**config.mk**
```make
export PLATFORM = sky130hd
export DESIGN_NAME = lane_sample_demapper
export DESIGN_NICKNAME = d
export VERILOG_FILES = /design/src/rtl/lsd_pkg.sv /design/src/rtl/lsd_phase_track.sv /design/src/rtl/lsd_lane_unpack.sv /design/src/rtl/lane_sample_demapper.sv
export SDC_FILE = /design/constraint.sdc
export NUM_CORES = 1
export LEC_CHECK = 0
export ABC_AREA = 0
export BUFFER_PORTS_ARGS = -buffer_cell sky130_fd_sc_hd__buf_2
export CORE_AREA = 2 2 291 293
export CTS_BUF_LIST = sky130_fd_sc_hd__clkbuf_8
export DETAILED_ROUTE_END_ITERATION = 10
export DIE_AREA = 0 0 293 295
export SLEW_MARGIN = 20
export SYNTH_ARGS = -nofsm -noshare
export SYNTH_HDL_FRONTEND = slang
export SYNTH_SLANG_ARGS = --single-unit
```
**constraint.sdc**
```tcl
create_clock -name clk -period 3.1 [get_ports clk]
set_input_delay 0.62 -clock clk [delete_from_list [all_inputs] [get_ports clk]]
set_output_delay 0.62 -clock clk [all_outputs]
set_load 0.005 [all_outputs]
```
**src/rtl/lsd_pkg.sv**
```systemverilog
package lsd_pkg;
  localparam int unsigned LSD_LANES    = 8;
  localparam int unsigned LSD_LANE_W   = 32;
  localparam int unsigned LSD_SAMP_W   = 12;
  localparam int unsigned LSD_TAIL_W   = 4;
  localparam int unsigned LSD_FRAME_W  = 2 * LSD_LANE_W;
  localparam int unsigned LSD_SPL      = (LSD_FRAME_W - LSD_TAIL_W) / LSD_SAMP_W;
  localparam int unsigned LSD_OUT_W    = LSD_LANES * LSD_SPL * LSD_SAMP_W;
endpackage

```
**src/rtl/lsd_phase_track.sv**
```systemverilog
module lsd_phase_track (
  input  logic clk,
  input  logic rst_n,
  input  logic in_valid,
  input  logic frame_start,
  output logic first_beat,
  output logic second_beat
);
  logic half_q, half_d;

  always_comb begin
    first_beat  = in_valid && (frame_start || !half_q);
    second_beat = in_valid && !frame_start && half_q;
    half_d      = half_q;
    if (in_valid) half_d = first_beat;
  end

  always_ff @(posedge clk or negedge rst_n) begin
    if (!rst_n) half_q <= 1'b0;
    else        half_q <= half_d;
  end

  // marker forces the first-half state
  a_r6_start_sets_half: assert property (@(posedge clk) disable iff (!rst_n)
    (in_valid && frame_start) |=> half_q);
  // phase frozen without valid input
  a_r7_stall_holds: assert property (@(posedge clk) disable iff (!rst_n)
    !in_valid |=> $stable(half_q));
  // second half closes the frame
  a_r2_second_closes: assert property (@(posedge clk) disable iff (!rst_n)
    second_beat |=> !half_q);
endmodule

```
**src/rtl/lsd_lane_unpack.sv**
```systemverilog
module lsd_lane_unpack #(
  parameter int unsigned LANE_W = 32,
  parameter int unsigned SAMP_W = 12,
  parameter int unsigned TAIL_W = 4,
  localparam int unsigned FRAME_W = 2 * LANE_W,
  localparam int unsigned SPL     = (FRAME_W - TAIL_W) / SAMP_W,
  localparam int unsigned OCTETS  = LANE_W / 8
) (
  input  logic                  clk,
  input  logic                  rst_n,
  input  logic                  capture_hi,
  input  logic [LANE_W-1:0]     word_in,
  output logic [SPL*SAMP_W-1:0] samples,
  output logic                  tail_bad
);
  logic [LANE_W-1:0]  swapped;
  logic [LANE_W-1:0]  hi_q, hi_d;
  logic [FRAME_W-1:0] frame;

  always_comb begin
    for (int o = 0; o < OCTETS; o++)
      swapped[8*(OCTETS-1-o) +: 8] = word_in[8*o +: 8];
  end

  always_comb begin
    hi_d = hi_q;
    if (capture_hi) hi_d = swapped;
  end

  always_ff @(posedge clk or negedge rst_n) begin
    if (!rst_n) hi_q <= '0;
    else        hi_q <= hi_d;
  end

  always_comb begin
    frame    = {hi_q, swapped};
    tail_bad = |frame[TAIL_W-1:0];
    for (int p = 0; p < SPL; p++)
      samples[SAMP_W*p +: SAMP_W] = frame[FRAME_W-1-SAMP_W*p -: SAMP_W];
  end
endmodule

```
**src/rtl/lane_sample_demapper.sv**
```systemverilog
module lane_sample_demapper
  import lsd_pkg::*;
#(
  parameter int unsigned LANES  = LSD_LANES,
  parameter int unsigned LANE_W = LSD_LANE_W,
  parameter int unsigned SAMP_W = LSD_SAMP_W,
  parameter int unsigned TAIL_W = LSD_TAIL_W,
  localparam int unsigned SPL   = (2 * LANE_W - TAIL_W) / SAMP_W,
  localparam int unsigned OUT_W = LANES * SPL * SAMP_W,
  localparam int unsigned IN_W  = LANES * LANE_W
) (
  input  logic             clk,
  input  logic             rst_n,
  input  logic             in_valid,
  input  logic             frame_start,
  input  logic [IN_W-1:0]  lane_data,
  output logic             out_valid,
  output logic [OUT_W-1:0] out_samples,
  output logic             tail_err
);
  logic first_beat, second_beat;
  logic [SPL*SAMP_W-1:0] lane_samp [LANES];
  logic [LANES-1:0]      lane_tail_bad;
  logic [OUT_W-1:0]      woven;
  logic [OUT_W-1:0]      samp_q, samp_d;
  logic                  vld_q, vld_d, err_q, err_d;

  lsd_phase_track u_phase (
    .clk         (clk),
    .rst_n       (rst_n),
    .in_valid    (in_valid),
    .frame_start (frame_start),
    .first_beat  (first_beat),
    .second_beat (second_beat)
  );

  for (genvar l = 0; l < LANES; l++) begin : g_lane
    lsd_lane_unpack #(
      .LANE_W (LANE_W),
      .SAMP_W (SAMP_W),
      .TAIL_W (TAIL_W)
    ) u_unpack (
      .clk        (clk),
      .rst_n      (rst_n),
      .capture_hi (first_beat),
      .word_in    (lane_data[LANE_W*l +: LANE_W]),
      .samples    (lane_samp[l]),
      .tail_bad   (lane_tail_bad[l])
    );
  end

  always_comb begin
    for (int l = 0; l < LANES; l++)
      for (int p = 0; p < SPL; p++)
        woven[SAMP_W*(LANES*p + l) +: SAMP_W] = lane_samp[l][SAMP_W*p +: SAMP_W];
  end

  always_comb begin
    samp_d = samp_q;
    vld_d  = second_beat;
    err_d  = second_beat && (|lane_tail_bad);
    if (second_beat) samp_d = woven;
  end

  always_ff @(posedge clk or negedge rst_n) begin
    if (!rst_n) begin
      samp_q <= '0;
      vld_q  <= 1'b0;
      err_q  <= 1'b0;
    end else begin
      samp_q <= samp_d;
      vld_q  <= vld_d;
      err_q  <= err_d;
    end
  end

  assign out_samples = samp_q;
  assign out_valid   = vld_q;
  assign tail_err    = err_q;

  // strobe never lasts two cycles
  a_r5_valid_alternates: assert property (@(posedge clk) disable iff (!rst_n)
    out_valid |=> !out_valid);
  // first half alone yields no output
  a_r5_first_no_output: assert property (@(posedge clk) disable iff (!rst_n)
    first_beat |=> !out_valid);
  // error only alongside a delivered word
  a_r8_err_with_valid: assert property (@(posedge clk) disable iff (!rst_n)
    tail_err |-> out_valid);
  // output word held between strobes
  a_r9_hold: assert property (@(posedge clk) disable iff (!rst_n)
    !out_valid |-> $stable(out_samples));
endmodule

```
# Yosys cells after proc, flatten, opt, wreduce, memory -nomap -nowiden
# Index checks and enable logic that the tools add are counted.
# W data, S select, Z words.
# classes
reduce_logical	8
# op_table
cell	count
$reduce_or A32 Y1	1
$logic_and A1 B1 Y1	4
$logic_not A1 Y1	2
$logic_or A1 B1 Y1	1
# word_totals
regBits	739
inputBits	260
out_inout_bits	482
wordCells	20

# Longest topological paths before layout
# logic_depth
word_depth	4
depth_mapped	6
depth_no_buf	3

# Hierarchy
# A second synthesis with hierarchy kept.
# hier_totals
hier_cells	1802
area_unflattened_um2	30794.5
# by_module_without_submodules
mod	instances	cells_per_inst	area_each_um2	seq_area_each_um2
lane_sample_demapper	1	1019	18235.0	12061.6
lsd_lane_unpack	8	97	1562.7	800.8
lsd_phase_track	1	7	57.6	25.0

# Worst setup path after synthesis
# Ideal clock, no wire load.
# synth_path
path_kind	input-to-reg
start	input frame_start
end	register samp_q[390] (netlist: out_samples[390])
setup_time_ns	0.128
arrival_ns	1.579
required_ns	2.972
path_slack_ns	1.393
path_stages	5
n_path_buf	3
cell_sequence	nand3b_1 -> buf_2 -> buf_6 -> buf_2 -> mux2_1
# synth_via
elab_chain_len	3
# synth_lines
element	line	rtl
from (decl)	lane_sample_demapper.sv:15	input logic frame_start,
$logic_not A1 Y1	lsd_phase_track.sv:13	second_beat = in_valid && !frame_start && half_q;
$logic_and A1 B1 Y1 (2 in series)	lsd_phase_track.sv:13	
to (signal assigned)	lane_sample_demapper.sv:71	samp_q <= samp_d;
to (decl)	lane_sample_demapper.sv:25	logic [OUT_W-1:0] samp_q, samp_d;
# Every way passes these cells.
# A chain may end at the register's enable or synchronous reset.

# Worst setup path after layout
# layout_path
start	register err_q (netlist: tail_err)
end	output tail_err
# layout_rtl
element	line	rtl
from (decl)	lane_sample_demapper.sv:26	logic vld_q, vld_d, err_q, err_d;
from (signal assigned)	lane_sample_demapper.sv:73	err_q <= err_d;
to (decl)	lane_sample_demapper.sv:19	output logic tail_err
# No word-level cell between the ends.

==> impl_summary.log <==
[metrics] number of synthesized flops with an enable pin: 0
[metrics] status: finished, final reports clean
[metrics] Peak supply drop: around 0.46 mV
[metrics] DRC errors left: 0
[metrics] CP startpoint kind: flip-flop
[metrics] Core ar.: around 83,000 um2
[metrics] CTS tree: done
[metrics] cell with the biggest individual delay on the critical path: dfrtp_1
[metrics] worst max-slew margin expressed relative to the limit: 0.477
[metrics] Period minus WS final: 2.16 ns
[metrics] Final setup violation count: 0
[metrics] wire length of the first global-routing pass: approximately 110,000 um
[metrics] total power density per cell area: 774 nW/um2
[metrics] Required @ worst endpoint: 2.48 ns
[metrics] post-CTS setup buffer count: 0
[metrics] post-placement cell count: roughly 3,400
[metrics] routed len/inst: 19.9 um
[metrics] die height: 295 um
[metrics] GP Congestion: ~0.8
[metrics] post-layout instance count excluding filler cells: 3,598
[metrics] hpwl dp: about 52,000 um
[metrics] PortBufs: 741
[metrics] Highest Clock Rate: 463 MHz
[metrics] Boundary Pins: approximately 740
[metrics] commonest cells in the netlist: dfrtp_1, mux2_2, mux2_1
[metrics] net count of the mapped netlist: 1,833
[metrics] Final Power: ~27,000 uW
[metrics] cell breakdown of the critical path: buf_2
[metrics] startpoint-to-endpoint class of the critical path: flip-flop to output port
[metrics] share of layout cells above drive strength 1: 0.645
[metrics] total wire length after detailed routing: 71,500 um
[metrics] setup repair after global routing missed its margin: no
[metrics] max-slew violation count: 0
[metrics] number of clock buffers inserted by TritonCTS: about 120
[metrics] DRC violation total after the first TritonRoute iteration: ~500
[metrics] Area Growth Syn to Fin: 28.3%
[metrics] clock latency reported for the late side of the worst-skew pair: ~0.7 ns
[metrics] Critical Path AT: 1.54 ns
[metrics] cell area after synthesis: about 27,000 um2
[metrics] number of library cell types mapped by synthesis: 14
[metrics] fraction of the core area covered by cells at the end of the flow: 0.422
[metrics] highest cell delay on the worst timing path: 0.61 ns
[metrics] overall fraction of global-route tracks in use: 0.161
[metrics] worst path bufs/invs: 1
[metrics] via count of the first global-routing pass: 18,000
[metrics] post-route setup slack: approximately 0.94 ns
[metrics] endpoints failing hold: 0
[metrics] Hold Path Cell Cnt: 2
[metrics] number of stages on the worst setup path: 1
[metrics] number of H-tree levels: 3
[metrics] number of instances in the synthesized netlist: 1,573
[metrics] overall via count from detail_route: 16,500
[metrics] number of detailed-routing iterations run before antenna repair: 4
[metrics] number of antenna violations at the first check in global routing: 16
[metrics] worst setup slack after placement: 0.756 ns
[metrics] maximum number of pins on one net before global-route repair: 119
[metrics] post-CTS sizing: 0
[metrics] post-detailed-route count of antenna-violating nets: 0
[metrics] clock-pin slew of the registers on the worst-case setup and hold paths: around 0.060 ns
[metrics] Worst Clk Skew: ~0.023 ns
[metrics] slew at the pin closest to its max-slew limit: a little under 0.8 ns
[metrics] number of violations of the max-capacitance limit: 0
[metrics] critical path capture point type: output port
[metrics] Synth async-reset ratio: 1.00
[metrics] main area contributors after synthesis: dfrtp_1, mux2_2, mux2_1
[metrics] number of cell rows: 106
[metrics] worst reg2reg path depth: 4
[metrics] leakage: 0.0166 uW
[metrics] clock tree root driver cell: clkbuf_8
[metrics] library cell with the largest summed area after synthesis: dfrtp_1
[metrics] via count normalized by instance count: 4.59
[metrics] #FFs+latches synth: 739
[metrics] critical path fanouts, max: 1
[metrics] total die area: 86,400 um2
[metrics] prevailing post-synth register cell: dfrtp_1
[metrics] synthesized area per cell: 17.4 um2
[metrics] sequential area share after synthesis: 0.676
[metrics] clock sink total: ~740
[metrics] area fraction of the dominant cell type after synthesis: 0.676
[metrics] width of the die: 293 um
[metrics] cell with the most instances after synthesis: dfrtp_1
[metrics] count of nets after finishing: between 2,000 and 3,000
[metrics] Yosys warning count: 0
[metrics] grt ovf: 0
[metrics] cell family contributing the most delay on the critical path: flip-flops
[metrics] starting utilization of the core area: 0.329
[metrics] total negative slack for setup checks: 0 ns
[metrics] worst min-delay path class: input pin to flip-flop
[metrics] buffer levels on the longest clock path: 3
[metrics] part of the cycle the worst path needs: 0.697
## per-stage QoR
stage | hold WS (ns) | cell area (um2)
floorplan | 0.324 | 27300
global placement | 0.468 | 32500
detailed placement | 0.475 | 32600
CTS | 0.0191 | 35100
global route | 0.0498 | 35100
finish | 0.120 | 35100
## area by class of cell
type,count,area [um2]
fill,7623,48100
sequential,739,18500
multi-input combinational,751,8400
timing repair buffer,796,4310
clock buffer,161,2220
tap,1080,1350
clock inverter,62,299
antenna,7,17.5
inverter,2,7.51
## routing by layer
metal,share of wire,vias up,global-route usage
met5,0.0013,-,0
met4,0.033,14,0.0710
met3,0.075,149,0.0528
met2,0.51,561,0.282
met1,0.38,8497,0.180
li1,-,7303,-
## report_power, final
| part | switching [uW] | internal, uW |
|---|---|---|
| clock | 3840 | 4700 |
| sequential | 1150 | 11900 |
| combinational | 2450 | 3090 |
| total | 7440 | 19700 |
## cell usage in the layout (no fill, tap or decap), drive strengths merged
| master | Yosys | routed |
|---|---|---|
| buf | 78 | 795 |
| dfrtp | 739 | 739 |
| mux2 | 736 | 736 |
| clkbuf | 3 | 161 |
| inv | 2 | 55 |
| nor4 | 8 | 8 |
| diode | 0 | 7 |
| clkinv | 0 | 6 |
| nand4 | 2 | 2 |
| nor2 | 2 | 2 |
| clkinvlp | 0 | 2 |
| nand3b | 1 | 1 |
| o21a | 1 | 1 |
| o21ai | 1 | 1 |
| bufinv | 0 | 1 |
| dlygate4sd3 | 0 | 1 |
## worst paths after layout
| kind | from | endpoint | slack, ns |
|---|---|---|---|
| worst max-delay path | tail_err | tail_err | 0.94 |
| worst min-delay path | lane_data[179] | out_samples[451] | 0.12 |
| worst max register to register | u_phase.half_q | out_samples[237] | 1.18 |
| worst min register to register | out_samples[445] | out_samples[445] | 0.49 |
| max in group asynchronous | rst_n | g_lane[1].u_unpack.hi_q[0] | 1.56 |
| min in group asynchronous | rst_n | out_samples[463] | 0.43 |
## flip-flops by register name (all words and copies together), names as in the netlist
| signal | flops |
|---|---|
| out_samples | 480 |
| g_lane.u_unpack.hi_q | 256 |
| out_valid | 1 |
| tail_err | 1 |
| u_phase.half_q | 1 |
## timing repair
| item | in CTS | in global routing |
|---|---|---|
| hold buffers | 1 | 0 |
| endpoints found under the setup margin | 0 | 0 |
| hold endpoints to repair | 33 | 0 |
## cell families (layout without fill, tap and decap cells)
kind of cell / after synthesis / in the layout / synth area share
simple gates: 13 / 13 / 0.00284
buf+inv: 83 / 1021 / 0.0174
other cells: 0 / 7 / 0
mux: 736 / 736 / 0.303
compound gates: 2 / 2 / 0.000457
flops: 739 / 739 / 0.676
No activity file was read; power rests on OpenSTA's default activity.
